===== config.mk =====
export PLATFORM = sky130hd
export DESIGN_NAME = sb_interlock
export DESIGN_NICKNAME = d
export VERILOG_FILES = /design/src/rtl/sb_pkg.sv /design/src/rtl/sb_table.sv /design/src/rtl/sb_units.sv /design/src/rtl/sb_interlock.sv
export SDC_FILE = /design/constraint.sdc
export NUM_CORES = 1
export LEC_CHECK = 0
export BUFFER_PORTS_ARGS = -buffer_cell sky130_fd_sc_hd__buf_2
export CELL_PAD_IN_SITES_DETAIL_PLACEMENT = 0
export CELL_PAD_IN_SITES_GLOBAL_PLACEMENT = 2
export CORE_ASPECT_RATIO = 2
export CORE_MARGIN = 2
export CORE_UTILIZATION = 44
export DETAILED_ROUTE_END_ITERATION = 16
export PLACE_DENSITY = 0.91
export REMOVE_ABC_BUFFERS = 1
export SETUP_SLACK_MARGIN = 0.1
export SLEW_MARGIN = 25
export SYNTH_ARGS = -nofsm -noshare
export SYNTH_HDL_FRONTEND = slang
export SYNTH_SLANG_ARGS = --single-unit

===== constraint.sdc =====
create_clock -name clk -period 7.8 [get_ports clk]
set_input_delay 1.56 -clock clk [delete_from_list [all_inputs] [get_ports clk]]
set_output_delay 1.56 -clock clk [all_outputs]
set_load 0.02 [all_outputs]

===== src/rtl/sb_pkg.sv =====
package sb_pkg;

  typedef enum logic [4:0] {
    OC_INT      = 5'd0,
    OC_INT2     = 5'd1,
    OC_INT3     = 5'd2,
    OC_LOAD     = 5'd3,
    OC_FPU      = 5'd4,
    OC_FCMP     = 5'd5,
    OC_VSIMPLE  = 5'd6,
    OC_VPERM    = 5'd7,
    OC_VCPLX    = 5'd8,
    OC_VFLT     = 5'd9,
    OC_SPRMOVE  = 5'd10,
    OC_BR       = 5'd11,
    OC_BRIND    = 5'd12,
    OC_CRLOGIC  = 5'd13,
    OC_BARRIER  = 5'd14,
    OC_DIV32    = 5'd15,
    OC_DIV64    = 5'd16,
    OC_MUL64    = 5'd17,
    OC_MUL32    = 5'd18,
    OC_FDIV     = 5'd19,
    OC_FSQRT    = 5'd20,
    OC_CRREAD   = 5'd21
  } op_class_t;

  localparam int NUM_UNITS = 5;
  localparam int U_FX = 0;
  localparam int U_LS = 1;
  localparam int U_BR = 2;
  localparam int U_VA = 3;
  localparam int U_VM = 4;

  function automatic op_class_t norm_class(input logic [4:0] code);
    return (code > 5'd21) ? OC_INT : op_class_t'(code);
  endfunction

  function automatic int unsigned base_latency(input op_class_t c);
    case (c)
      OC_INT, OC_LOAD:                 return 2;
      OC_INT2, OC_VSIMPLE, OC_VPERM:   return 4;
      OC_INT3:                         return 6;
      OC_FPU, OC_VCPLX:                return 10;
      OC_VFLT:                         return 12;
      OC_BARRIER:                      return 11;
      OC_DIV32:                        return 32;
      OC_DIV64:                        return 64;
      OC_MUL64:                        return 15;
      OC_MUL32:                        return 9;
      OC_FDIV:                         return 74;
      OC_FSQRT:                        return 84;
      OC_CRREAD:                       return 34;
      default:                         return 1;
    endcase
  endfunction

  // Delay from producer issue to consumer issue for a given pair.
  function automatic int unsigned pair_delay(input op_class_t p, input op_class_t c);
    if ((p == OC_INT || p == OC_LOAD) && c == OC_LOAD) return 5;
    if (p == OC_FCMP && (c == OC_BR || c == OC_BRIND || c == OC_CRLOGIC || c == OC_CRREAD))
      return 6;
    if (p == OC_VFLT && c == OC_VFLT) return 11;
    if (p == OC_VCPLX && c == OC_VSIMPLE) return 6;
    if (p == OC_VFLT && c == OC_VCPLX) return 3;
    if (p == OC_SPRMOVE && c == OC_BRIND) return 10;
    return base_latency(p);
  endfunction

  function automatic logic is_nonpipe(input op_class_t c);
    return (c >= OC_DIV32) && (c <= OC_CRREAD);
  endfunction

  function automatic logic [NUM_UNITS-1:0] unit_need(input op_class_t c);
    logic [NUM_UNITS-1:0] m;
    m = '0;
    if (is_nonpipe(c)) m = '1;
    else begin
      case (c)
        OC_LOAD, OC_BARRIER:                             m[U_LS] = 1'b1;
        OC_FPU, OC_FCMP, OC_VSIMPLE, OC_VCPLX, OC_VFLT:  m[U_VA] = 1'b1;
        OC_VPERM:                                        m[U_VM] = 1'b1;
        OC_SPRMOVE, OC_BR, OC_BRIND, OC_CRLOGIC:         m[U_BR] = 1'b1;
        default:                                         m[U_FX] = 1'b1;
      endcase
    end
    return m;
  endfunction

  // Cycles a claimed unit stays held, counting the issue cycle.
  function automatic int unsigned unit_hold(input op_class_t c);
    if (is_nonpipe(c)) return base_latency(c);
    if (c == OC_BARRIER) return 11;
    return 1;
  endfunction

endpackage


===== src/rtl/sb_table.sv =====
module sb_table
  import sb_pkg::*;
#(
  parameter int REG_W = 5,
  parameter int AGE_W = 7
) (
  input  logic             clk,
  input  logic             rst,
  input  logic             wr_en,
  input  logic [REG_W-1:0] wr_idx,
  input  op_class_t        rd_cls,
  input  logic             rd_a_en,
  input  logic [REG_W-1:0] rd_a,
  input  logic             rd_b_en,
  input  logic [REG_W-1:0] rd_b,
  output logic             srcs_ok
);
  localparam int NUM_REGS = 1 << REG_W;
  localparam logic [AGE_W-1:0] AGE_MAX = '1;

  logic [AGE_W-1:0] age_q [NUM_REGS];
  op_class_t        cls_q [NUM_REGS];
  logic [NUM_REGS-1:0] live_q;

  genvar gi;
  generate
    for (gi = 0; gi < NUM_REGS; gi++) begin : g_entry
      always_ff @(posedge clk) begin
        if (rst) begin
          live_q[gi] <= 1'b0;
          age_q[gi]  <= '0;
          cls_q[gi]  <= OC_INT;
        end else if (wr_en && wr_idx == REG_W'(gi)) begin
          live_q[gi] <= 1'b1;
          age_q[gi]  <= AGE_W'(1);
          cls_q[gi]  <= rd_cls;
        end else if (live_q[gi] && age_q[gi] != AGE_MAX) begin
          age_q[gi] <= age_q[gi] + AGE_W'(1);
        end
      end
    end
  endgenerate

  function automatic logic src_ready(input logic en, input logic [REG_W-1:0] idx,
                                     input op_class_t c);
    if (!en || !live_q[idx]) return 1'b1;
    return int'(age_q[idx]) >= int'(pair_delay(cls_q[idx], c));
  endfunction

  always_comb begin
    srcs_ok = src_ready(rd_a_en, rd_a, rd_cls) && src_ready(rd_b_en, rd_b, rd_cls);
  end
endmodule


===== src/rtl/sb_units.sv =====
module sb_units
  import sb_pkg::*;
#(
  parameter int HOLD_W = 7
) (
  input  logic                 clk,
  input  logic                 rst,
  input  logic                 take,
  input  op_class_t            cls,
  output logic                 units_ok,
  output logic [NUM_UNITS-1:0] busy
);
  logic [NUM_UNITS-1:0] need;
  logic [HOLD_W-1:0]    hold_m1;

  always_comb begin
    need     = unit_need(cls);
    hold_m1  = HOLD_W'(unit_hold(cls) - 1);
    units_ok = (need & busy) == '0;
  end

  genvar gu;
  generate
    for (gu = 0; gu < NUM_UNITS; gu++) begin : g_unit
      logic [HOLD_W-1:0] left_q;
      always_ff @(posedge clk) begin
        if (rst)                    left_q <= '0;
        else if (take && need[gu])  left_q <= hold_m1;
        else if (left_q != '0)      left_q <= left_q - HOLD_W'(1);
      end
      assign busy[gu] = (left_q != '0);
    end
  endgenerate
endmodule


===== src/rtl/sb_interlock.sv =====
module sb_interlock
  import sb_pkg::*;
#(
  parameter int REG_W  = 5,
  parameter int AGE_W  = 7,
  parameter int HOLD_W = 7
) (
  input  logic             clk,
  input  logic             rst,
  input  logic             iss_valid,
  output logic             iss_ready,
  input  logic [4:0]       iss_class,
  input  logic             src_a_en,
  input  logic [REG_W-1:0] src_a,
  input  logic             src_b_en,
  input  logic [REG_W-1:0] src_b,
  input  logic             dst_en,
  input  logic [REG_W-1:0] dst,
  output logic [4:0]       units_busy
);
  op_class_t cls;
  logic      srcs_ok;
  logic      units_ok;
  logic      fire;

  assign cls       = norm_class(iss_class);
  assign iss_ready = srcs_ok && units_ok;
  assign fire      = iss_valid && iss_ready;

  sb_table #(.REG_W(REG_W), .AGE_W(AGE_W)) u_table (
    .clk     (clk),
    .rst     (rst),
    .wr_en   (fire && dst_en),
    .wr_idx  (dst),
    .rd_cls  (cls),
    .rd_a_en (src_a_en),
    .rd_a    (src_a),
    .rd_b_en (src_b_en),
    .rd_b    (src_b),
    .srcs_ok (srcs_ok)
  );

  sb_units #(.HOLD_W(HOLD_W)) u_units (
    .clk      (clk),
    .rst      (rst),
    .take     (fire),
    .cls      (cls),
    .units_ok (units_ok),
    .busy     (units_busy)
  );
endmodule


==> metrics.cfg, run 1 <==
[status]
status = completed

[logic_synthesis]
synth_cell_types = 82
async_flop_share_pct = 0
muxShareOfSynthArea_pct = 19.9
synth_enable_flop_cells = 384
synth-seq-cells = 451
yosys_most_used_dff = edfxtp_1
synth_seq_area_share_pct = 43.8
synth_fa_ha_area_share_pct = 2.89
yosys.area_share.simple_pct = 15.8
yosysWarnings = 0
syn_area_um2 = 29400
synthXorXnorAreaFrac_pct = 5.48
netlist_instances = 2628
avgSynthCellArea_um2 = 11.2
synth_compound_area_share_pct = 7.75
synth_top_family_by_area = multiplexers

[cells_and_area]
nNetsFinal = 2697
final_area_um2 = 32000
stdcell_count = 3524
final_common_cell = nor2_1
n_fill_cell = 6140
layout_common_cells = nor2_1 (421), edfxtp_1 (384), mux4_2 (203)
drive_above_1_share_pct = 16.6
area_growth_pct = 8.76

[route]
dr.pass1.iters = 5
antenna_left = 0
wl_per_cell_um = 26.4
viasPerCell = 6.24
drt-initial-drc-count = 2291
drc = 0
dr_total_vias = 22000
routed_wl_um = 93100

[power_and_ir_drop]
p_comb_share_pct = 21.8
power.net_switching_uw = 1990
p_sw_share_pct = 29.9
p_clk_share_pct = 34.8
cellPowerDensity_nw_per_um2 = 208
peakVddDrop_uv = 195
p_int_uw = 4670
p_seq_share_pct = 43.4
power_leakage_uw = 0.0118

[sta]
slew_headroom_pct = 34.9
finalClockSkew_ns = 0.0186
rsz0062_at_grt = false
period_needed_ns = 7.41
final.setup.tns_ns = 0
hold_viol_final = 0
drv_slew = 0
max_freq_ghz = 0.135
setup_viol = 0
fin_crit_sh_pct = 95.0
tightestPinTransition_ns = 0.966

[placement]
dp_cells = 3442
hpwlAfterDp_um = 67500
placed_area_um2 = 30400
port_buffers = 31
gp_congestion = 0.946

[run]
max_cap_viol_count = 0

[die]
die_h_um = 369
initial_core_util_pct = 44.3
fp.dieW_um = 187
ioPinCount = 32
placementRows = 134
core-area_um2 = 66400
dieArea_um2 = 69000

[clock_network]
clk_latency_ns = 0.59
cts_tree = yes
path_clk_slew_ns = 0.06
numCtsBuffers = 44
cts.path.max_buffers = 3
root_buffer = clkbuf_16
hold_buffers = 0
cts.sinks = 451
htreeDepth = 2

[grt]
overflow = 0
grt_usage_pct = 27.0
grt_start_max_net_pins = 79
first_global_vias = 21800
antenna_found_initial = 1
grt_pass1_wl_um = 140000

[setup_path]
cp-start-kind = primary input
endpoint_kind = output pin
crit_required_ns = 6.24
timing_worst_setup_path_type = primary input to output pin
arrival_ns = 5.85
crit_fanout = 20

[hold_path]
hold_class = register to register

## per-stage QoR
stage	setup WS (ns)	util (%)	total power [uW]	hold WS, ns
after floorplan	0.625	-	3840	0.444
after detailed placement	0.105	45.8	4370	0.472
final	0.392	48.1	6660	0.477
after global placement	0.203	45.8	4360	0.460
after global routing	0.135	48.1	6900	0.532
after CTS	0.186	48.1	6670	0.481
## worst max-delay path: stages
cell and delay, ns:
buf_6 0.30, mux4_2 0.56, mux2i_1 0.14, o21ai_1 0.12, a2111oi_4 0.50, buf_4 0.21, ha_1 0.25, nand2_1 0.07
nor4b_1 0.35, o21ai_0 0.21, a41o_1 0.23, ha_1 0.27, a21boi_0 0.17, o21ai_0 0.10, a21o_1 0.23, and3_1 0.20
nor2_2 0.16, buf_2 0.19
## per-layer routing
metal | share of wire (%) | track usage [%] | up-vias
met5 | 0 | 0 | -
met4 | 4.6 | 11.3 | 0
met3 | 7.9 | 3.90 | 184
met2 | 49 | 44.8 | 1008
met1 | 39 | 35.3 | 11000
li1 | - | - | 9744
## path summary, 6_finish.rpt
path / slack [ns] / to / cells after the start / start
max: 0.39 / iss_ready / 18 / src_a[0]
max reg2reg: 2.06 / u_table.age_q[1][3]$_SDFFCE_PN0P_ / 21 / u_table.cls_q[31][1]$_SDFFCE_PN0P_
min reg2reg: 0.48 / u_units.g_unit[2].left_q[6]$_SDFFE_PP0P_ / 2 / u_units.g_unit[2].left_q[6]$_SDFFE_PP0P_
min: 0.48 / u_units.g_unit[2].left_q[6]$_SDFFE_PP0P_ / 2 / u_units.g_unit[2].left_q[6]$_SDFFE_PP0P_
## registers in the layout (all words and copies together) (netlist names)
register               cells
u_table.age_q            224
u_table.live_q            32
u_units.g_unit.left_q     35
u_table.cls_q            160
## synth_stat cells (19+ instances only)
cell | number | area (um^2)
nand3_1 | 121 | 606
nand2_1 | 182 | 683
nor3_1 | 34 | 170
mux2i_1 | 69 | 691
a21oi_2 | 20 | 175
and3_1 | 104 | 651
mux2_2 | 20 | 225
inv_1 | 112 | 420
a21oi_1 | 114 | 571
a22oi_1 | 20 | 150
and2_1 | 32 | 200
edfxtp_1 | 384 | 11500
clkbuf_1 | 62 | 233
mux4_2 | 203 | 4570
ha_1 | 67 | 838
xnor2_1 | 108 | 946
dfxtp_1 | 67 | 1340
buf_2 | 38 | 190
xor2_1 | 76 | 666
nor2b_1 | 19 | 119
nor2_1 | 422 | 1580
o211ai_1 | 31 | 233
buf_1 | 21 | 78.8
o21ai_0 | 45 | 225
## logic make-up (layout without fill, tap and decap cells)
kind of cell               Yosys count  in the layout
AOI/OAI and AO/OA                  345            345
xor gates and xnor gates           184            184
adders and majority gates           68             68
buffers and inverters              273            284
DFF                                451            451
muxes                              306            306
other                                0              1
and+or+nand+nor                   1001           1001
## area by class of cell
type	count	area (um^2)	area share, %
diodes	1	2.50	0.00783
clock buffers	50	1140	3.58
clock inverters	31	365	1.14
inverters	114	428	1.34
multi-input cells	1904	15200	47.7
flip-flops and latches	451	12900	40.3
well taps	884	1110	3.46
repair buffers	89	800	2.50
## power groups by stage
stage          Clock, uW  Sequential, uW  Combinational, uW
3_5_place_dp           0            2940               1430
2_1_floorplan          0            2890                951
6_report            2320            2890               1450
3_3_place_gp           0            2930               1430
5_1_grt             2420            2910               1580
4_1_cts             2340            2890               1440
## repair_timing
action	CTS	global route
gates cloned	0	0
buffers inserted	0	0
gates resized for setup	1	6
setup endpoints to repair	1	1
Power figures use the tool's default switching activity.
==> run 2: changes to the inputs <==
--- a/config.mk
+++ b/config.mk
@@ -10,12 +10,13 @@
 export CELL_PAD_IN_SITES_GLOBAL_PLACEMENT = 2
 export CORE_ASPECT_RATIO = 2
 export CORE_MARGIN = 2
-export CORE_UTILIZATION = 44
+export CORE_UTILIZATION = 40
 export DETAILED_ROUTE_END_ITERATION = 16
-export PLACE_DENSITY = 0.91
+export PLACE_DENSITY = 0.88
 export REMOVE_ABC_BUFFERS = 1
 export SETUP_SLACK_MARGIN = 0.1
 export SLEW_MARGIN = 25
 export SYNTH_ARGS = -nofsm -noshare
 export SYNTH_HDL_FRONTEND = slang
+export SYNTH_HIERARCHICAL = 1
 export SYNTH_SLANG_ARGS = --single-unit
==> constraint.sdc (replaced) <==
create_clock -name clk -period 6.36 [get_ports clk]
set_input_delay 1.272 -clock clk [delete_from_list [all_inputs] [get_ports clk]]
set_output_delay 1.272 -clock clk [all_outputs]
set_load 0.02 [all_outputs]
==> metrics.cfg, run 2 <==
[setup_path]
crit_fanout = 6  ; was 20
timing_worst_setup_path_type = primary input to output pin  ; unchanged
reg2reg_depth = 30  ; was 21
cp-start-kind = primary input  ; unchanged
endpoint_kind = output pin  ; unchanged
arrival_ns = 5.38  ; was 5.85 ns
crit_required_ns = 5.09  ; was 6.24 ns

[route]
drt-initial-drc-count = 1925  ; was 2291
dr.pass1.iters = 8  ; was 5
viasPerCell = 6.13  ; was 6.24
dr_total_vias = 22900  ; was 22000
routed_wl_um = 103000  ; was 93100 um
drc = 0  ; unchanged
wl_per_cell_um = 27.5  ; was 26.4 um
antenna_left = 0  ; unchanged

[logic_synthesis]
netlist_top_cells_count = edfxtp_1 (384), nor2_1 (375), mux4_2 (243)  ; was nor2_1 (422), edfxtp_1 (384), mux4_2 (203)
yosys_most_used_dff = edfxtp_1  ; unchanged
async_flop_share_pct = 0  ; unchanged
synth_enable_flop_cells = 384  ; unchanged
syn_area_um2 = 28900  ; was 29400 um^2
netlist_instances = 2507  ; was 2628
yosysTopAreaCell = edfxtp_1  ; unchanged
synth-seq-cells = 451  ; unchanged
synth_top_area_share_pct = 39.8  ; was 39.2%
synth_most_common_cell = edfxtp_1  ; was nor2_1
synth_area_leaders = edfxtp_1 (40%), mux4_2 (19%), nor2_1 (4.9%), dfxtp_1 (4.6%), ha_1 (3.0%)  ; was edfxtp_1 (39%), mux4_2 (16%), nor2_1 (5.4%), dfxtp_1 (4.6%), xnor2_1 (3.2%)
synth_cell_types = 96  ; was 82
avgSynthCellArea_um2 = 11.5  ; was 11.2 um^2
synth_seq_area_share_pct = 44.5  ; was 43.8%
yosysWarnings = 6  ; was 0

[power_and_ir_drop]
power.net_switching_uw = 2520  ; was 1990 uW
p_comb_share_pct = 25.4  ; was 21.8%
p_clk_share_pct = 32.2  ; was 34.8%
p_int_uw = 5910  ; was 4670 uW
p_seq_share_pct = 42.4  ; was 43.4%
total_power_uw = 8440  ; was 6660 uW
cellPowerDensity_nw_per_um2 = 230  ; was 208 nW/um^2
peakVddDrop_uv = 296  ; was 195 uV
power_leakage_uw = 0.0134  ; was 0.0118 uW
p_sw_share_pct = 29.9  ; about the same

[die]
dieArea_um2 = 74700  ; was 69000 um^2
fp.dieW_um = 194  ; was 187 um
ioPinCount = 32  ; unchanged
core-area_um2 = 71700  ; was 66400 um^2
placementRows = 139  ; was 134
die_h_um = 384  ; was 369 um
initial_core_util_pct = 40.4  ; was 44.3%

[sta]
fin_crit_sh_pct = 105
drv_slew = 0  ; unchanged
tightestPinTransition_ns = 1.31  ; was 0.966 ns
finalClockSkew_ns = 0.0198  ; was 0.0186 ns
period_needed_ns = 6.66
max_freq_ghz = 0.150
rsz0062_at_grt = true  ; was false
slew_headroom_pct = 12.0  ; was 34.9%
hold_viol_final = 0  ; unchanged
setup_slack_ns = -0.296  ; was 0.392 ns
final.setup.tns_ns = -0.296  ; was 0 ns
setup_viol = 1  ; was 0

[grt]
grt_pass1_wl_um = 149000  ; was 140000 um
grt_usage_pct = 27.0  ; about the same
overflow = 0  ; unchanged
first_global_vias = 23800  ; was 21800
antenna_found_initial = 4  ; was 1
grt_start_max_net_pins = 66  ; was 79

[cells_and_area]
largest_reg_flops = 224  ; unchanged
area_growth_pct = 26.6  ; was 8.76%
drive_above_1_share_pct = 37.3  ; was 16.6%
nNetsFinal = 2889  ; was 2697
final_area_um2 = 36600  ; was 32000 um^2
n_fill_cell = 6180  ; was 6140
final_core_util_pct = 51.1  ; was 48.1%
layout_common_cells = edfxtp_1 (384), mux4_2 (243), nor2_1 (242)  ; was nor2_1 (421), edfxtp_1 (384), mux4_2 (203)
final_common_cell = edfxtp_1  ; was nor2_1
largest_registers = u_table/age_q (224), u_table/cls_q (160), u_units/g_unit.left_q (35)  ; was u_table.age_q (224), u_table.cls_q (160), u_units.g_unit.left_q (35)
max_flop_register = u_table/age_q  ; was u_table.age_q

[hold_path]
hold_class = register to register  ; unchanged
min_path_cells = 2  ; unchanged

[clock_network]
root_buffer = clkbuf_16  ; unchanged
clk_latency_ns = 0.58  ; was 0.59 ns
cts_tree = yes  ; unchanged
path_clk_slew_ns = 0.06  ; about the same
cts.path.max_buffers = 3  ; unchanged
htreeDepth = 2  ; unchanged
numCtsBuffers = 40  ; was 44
hold_buffers = 0  ; unchanged
cts.sinks = 451  ; unchanged

[placement]
gp_congestion = 0.964  ; was 0.946
hpwlAfterDp_um = 78700  ; was 67500 um
placed_area_um2 = 32300  ; was 30400 um^2
port_buffers = 31  ; unchanged

[run]
max_cap_viol_count = 0  ; unchanged

[status]
violations = negative setup slack
status = complete, but fails checks  ; was completed

-- run 2: cell count changes after synthesis, moves of 16 or more --
cell	previous run	this run
o21bai_1	0	19
o21ai_1	2	18
a21o_1	7	35
inv_1	112	95
nor2_1	422	375
clkbuf_1	62	81
xnor2_1	108	73
a21oi_1	114	55
and2_1	32	96
mux4_2	203	243
o211ai_1	31	10
mux2i_1	69	30
a21oi_2	20	0
-- run 2: cells by family after synthesis --
group | after synthesis | share of synthesized area [%]
buf+inv | 234 | 3.34
simple gates | 1031 | 17.0
mux | 296 | 21.0
fa+ha+maj | 70 | 3.03
flops | 451 | 44.5
compound gates | 288 | 7.01
xor+xnor | 137 | 4.15
-- run 2: power groups by stage --
stage | Clock, uW | Combinational (uW) | Sequential (uW)
final | 2720 | 2140 | 3580
after global routing | 2840 | 2300 | 3600
after CTS | 2750 | 2000 | 3570
after detailed placement | 0 | 1910 | 3640
after global placement | 0 | 1880 | 3620
after floorplan | 0 | 1170 | 3560
-- run 2: through the flow --
stage          setup WS, ns  hold WS, ns  std cells
2_1_floorplan        -0.571        0.440       2372
3_3_place_gp          -1.29        0.470       3620
3_5_place_dp          -1.32        0.475       3620
4_1_cts              -0.302        0.485       3716
5_1_grt              -0.431        0.531       3741
6_report             -0.296        0.501       3744
-- run 2: final timing paths --
check                                    start                                end  slack [ns]
min reg2reg    u_table/live_q[24]$_SDFFE_PP0P_    u_table/live_q[24]$_SDFFE_PP0P_        0.50
min            u_table/live_q[24]$_SDFFE_PP0P_    u_table/live_q[24]$_SDFFE_PP0P_        0.50
max reg2reg  u_table/cls_q[1][1]$_SDFFCE_PN0P_  u_table/age_q[8][3]$_SDFFCE_PN0P_        0.41
max                                   src_a[1]                          iss_ready       -0.30
-- run 2: critical path, stage by stage --
cell and delay (ns):
buf_16 0.12, mux4_2 0.51, mux4_2 0.50, mux2_4 0.31, inv_4 0.08, ha_4 0.20
mux2_4 0.27, mux2_4 0.30, o22ai_4 0.15, o21ai_2 0.07, ha_1 0.27, nand2b_4 0.13
a21o_1 0.15, a21o_1 0.15, a21o_1 0.15, a21oi_2 0.11, nor2b_1 0.06, o21ai_1 0.14
a22oi_2 0.11, and2_4 0.20, buf_6 0.13
-- run 2: per-layer routing --
metal	track usage (%)	wire, um
met4	24.4	12000
met5	0	26
met2	52.0	55800
met3	3.39	5260
met1	24.0	30100
-- run 2: area by class of cell --
class	instances	area (um^2)	area share (%)
Tap cell	916	1150	3.13
Sequential cell	451	12900	35.1
Multi-Input combinational cell	1822	17000	46.4
Antenna cell	3	7.51	0.0205
Inverter	99	454	1.24
Timing Repair Buffer	379	3730	10.2
Clock buffer	57	1160	3.17
Clock inverter	17	269	0.734
-- run 2: timing repair --
item	CTS	global route
pin swaps	29	160
setup endpoints to repair	783	758
buffers inserted	18	34
resized for setup	91	524
gates cloned	4	0
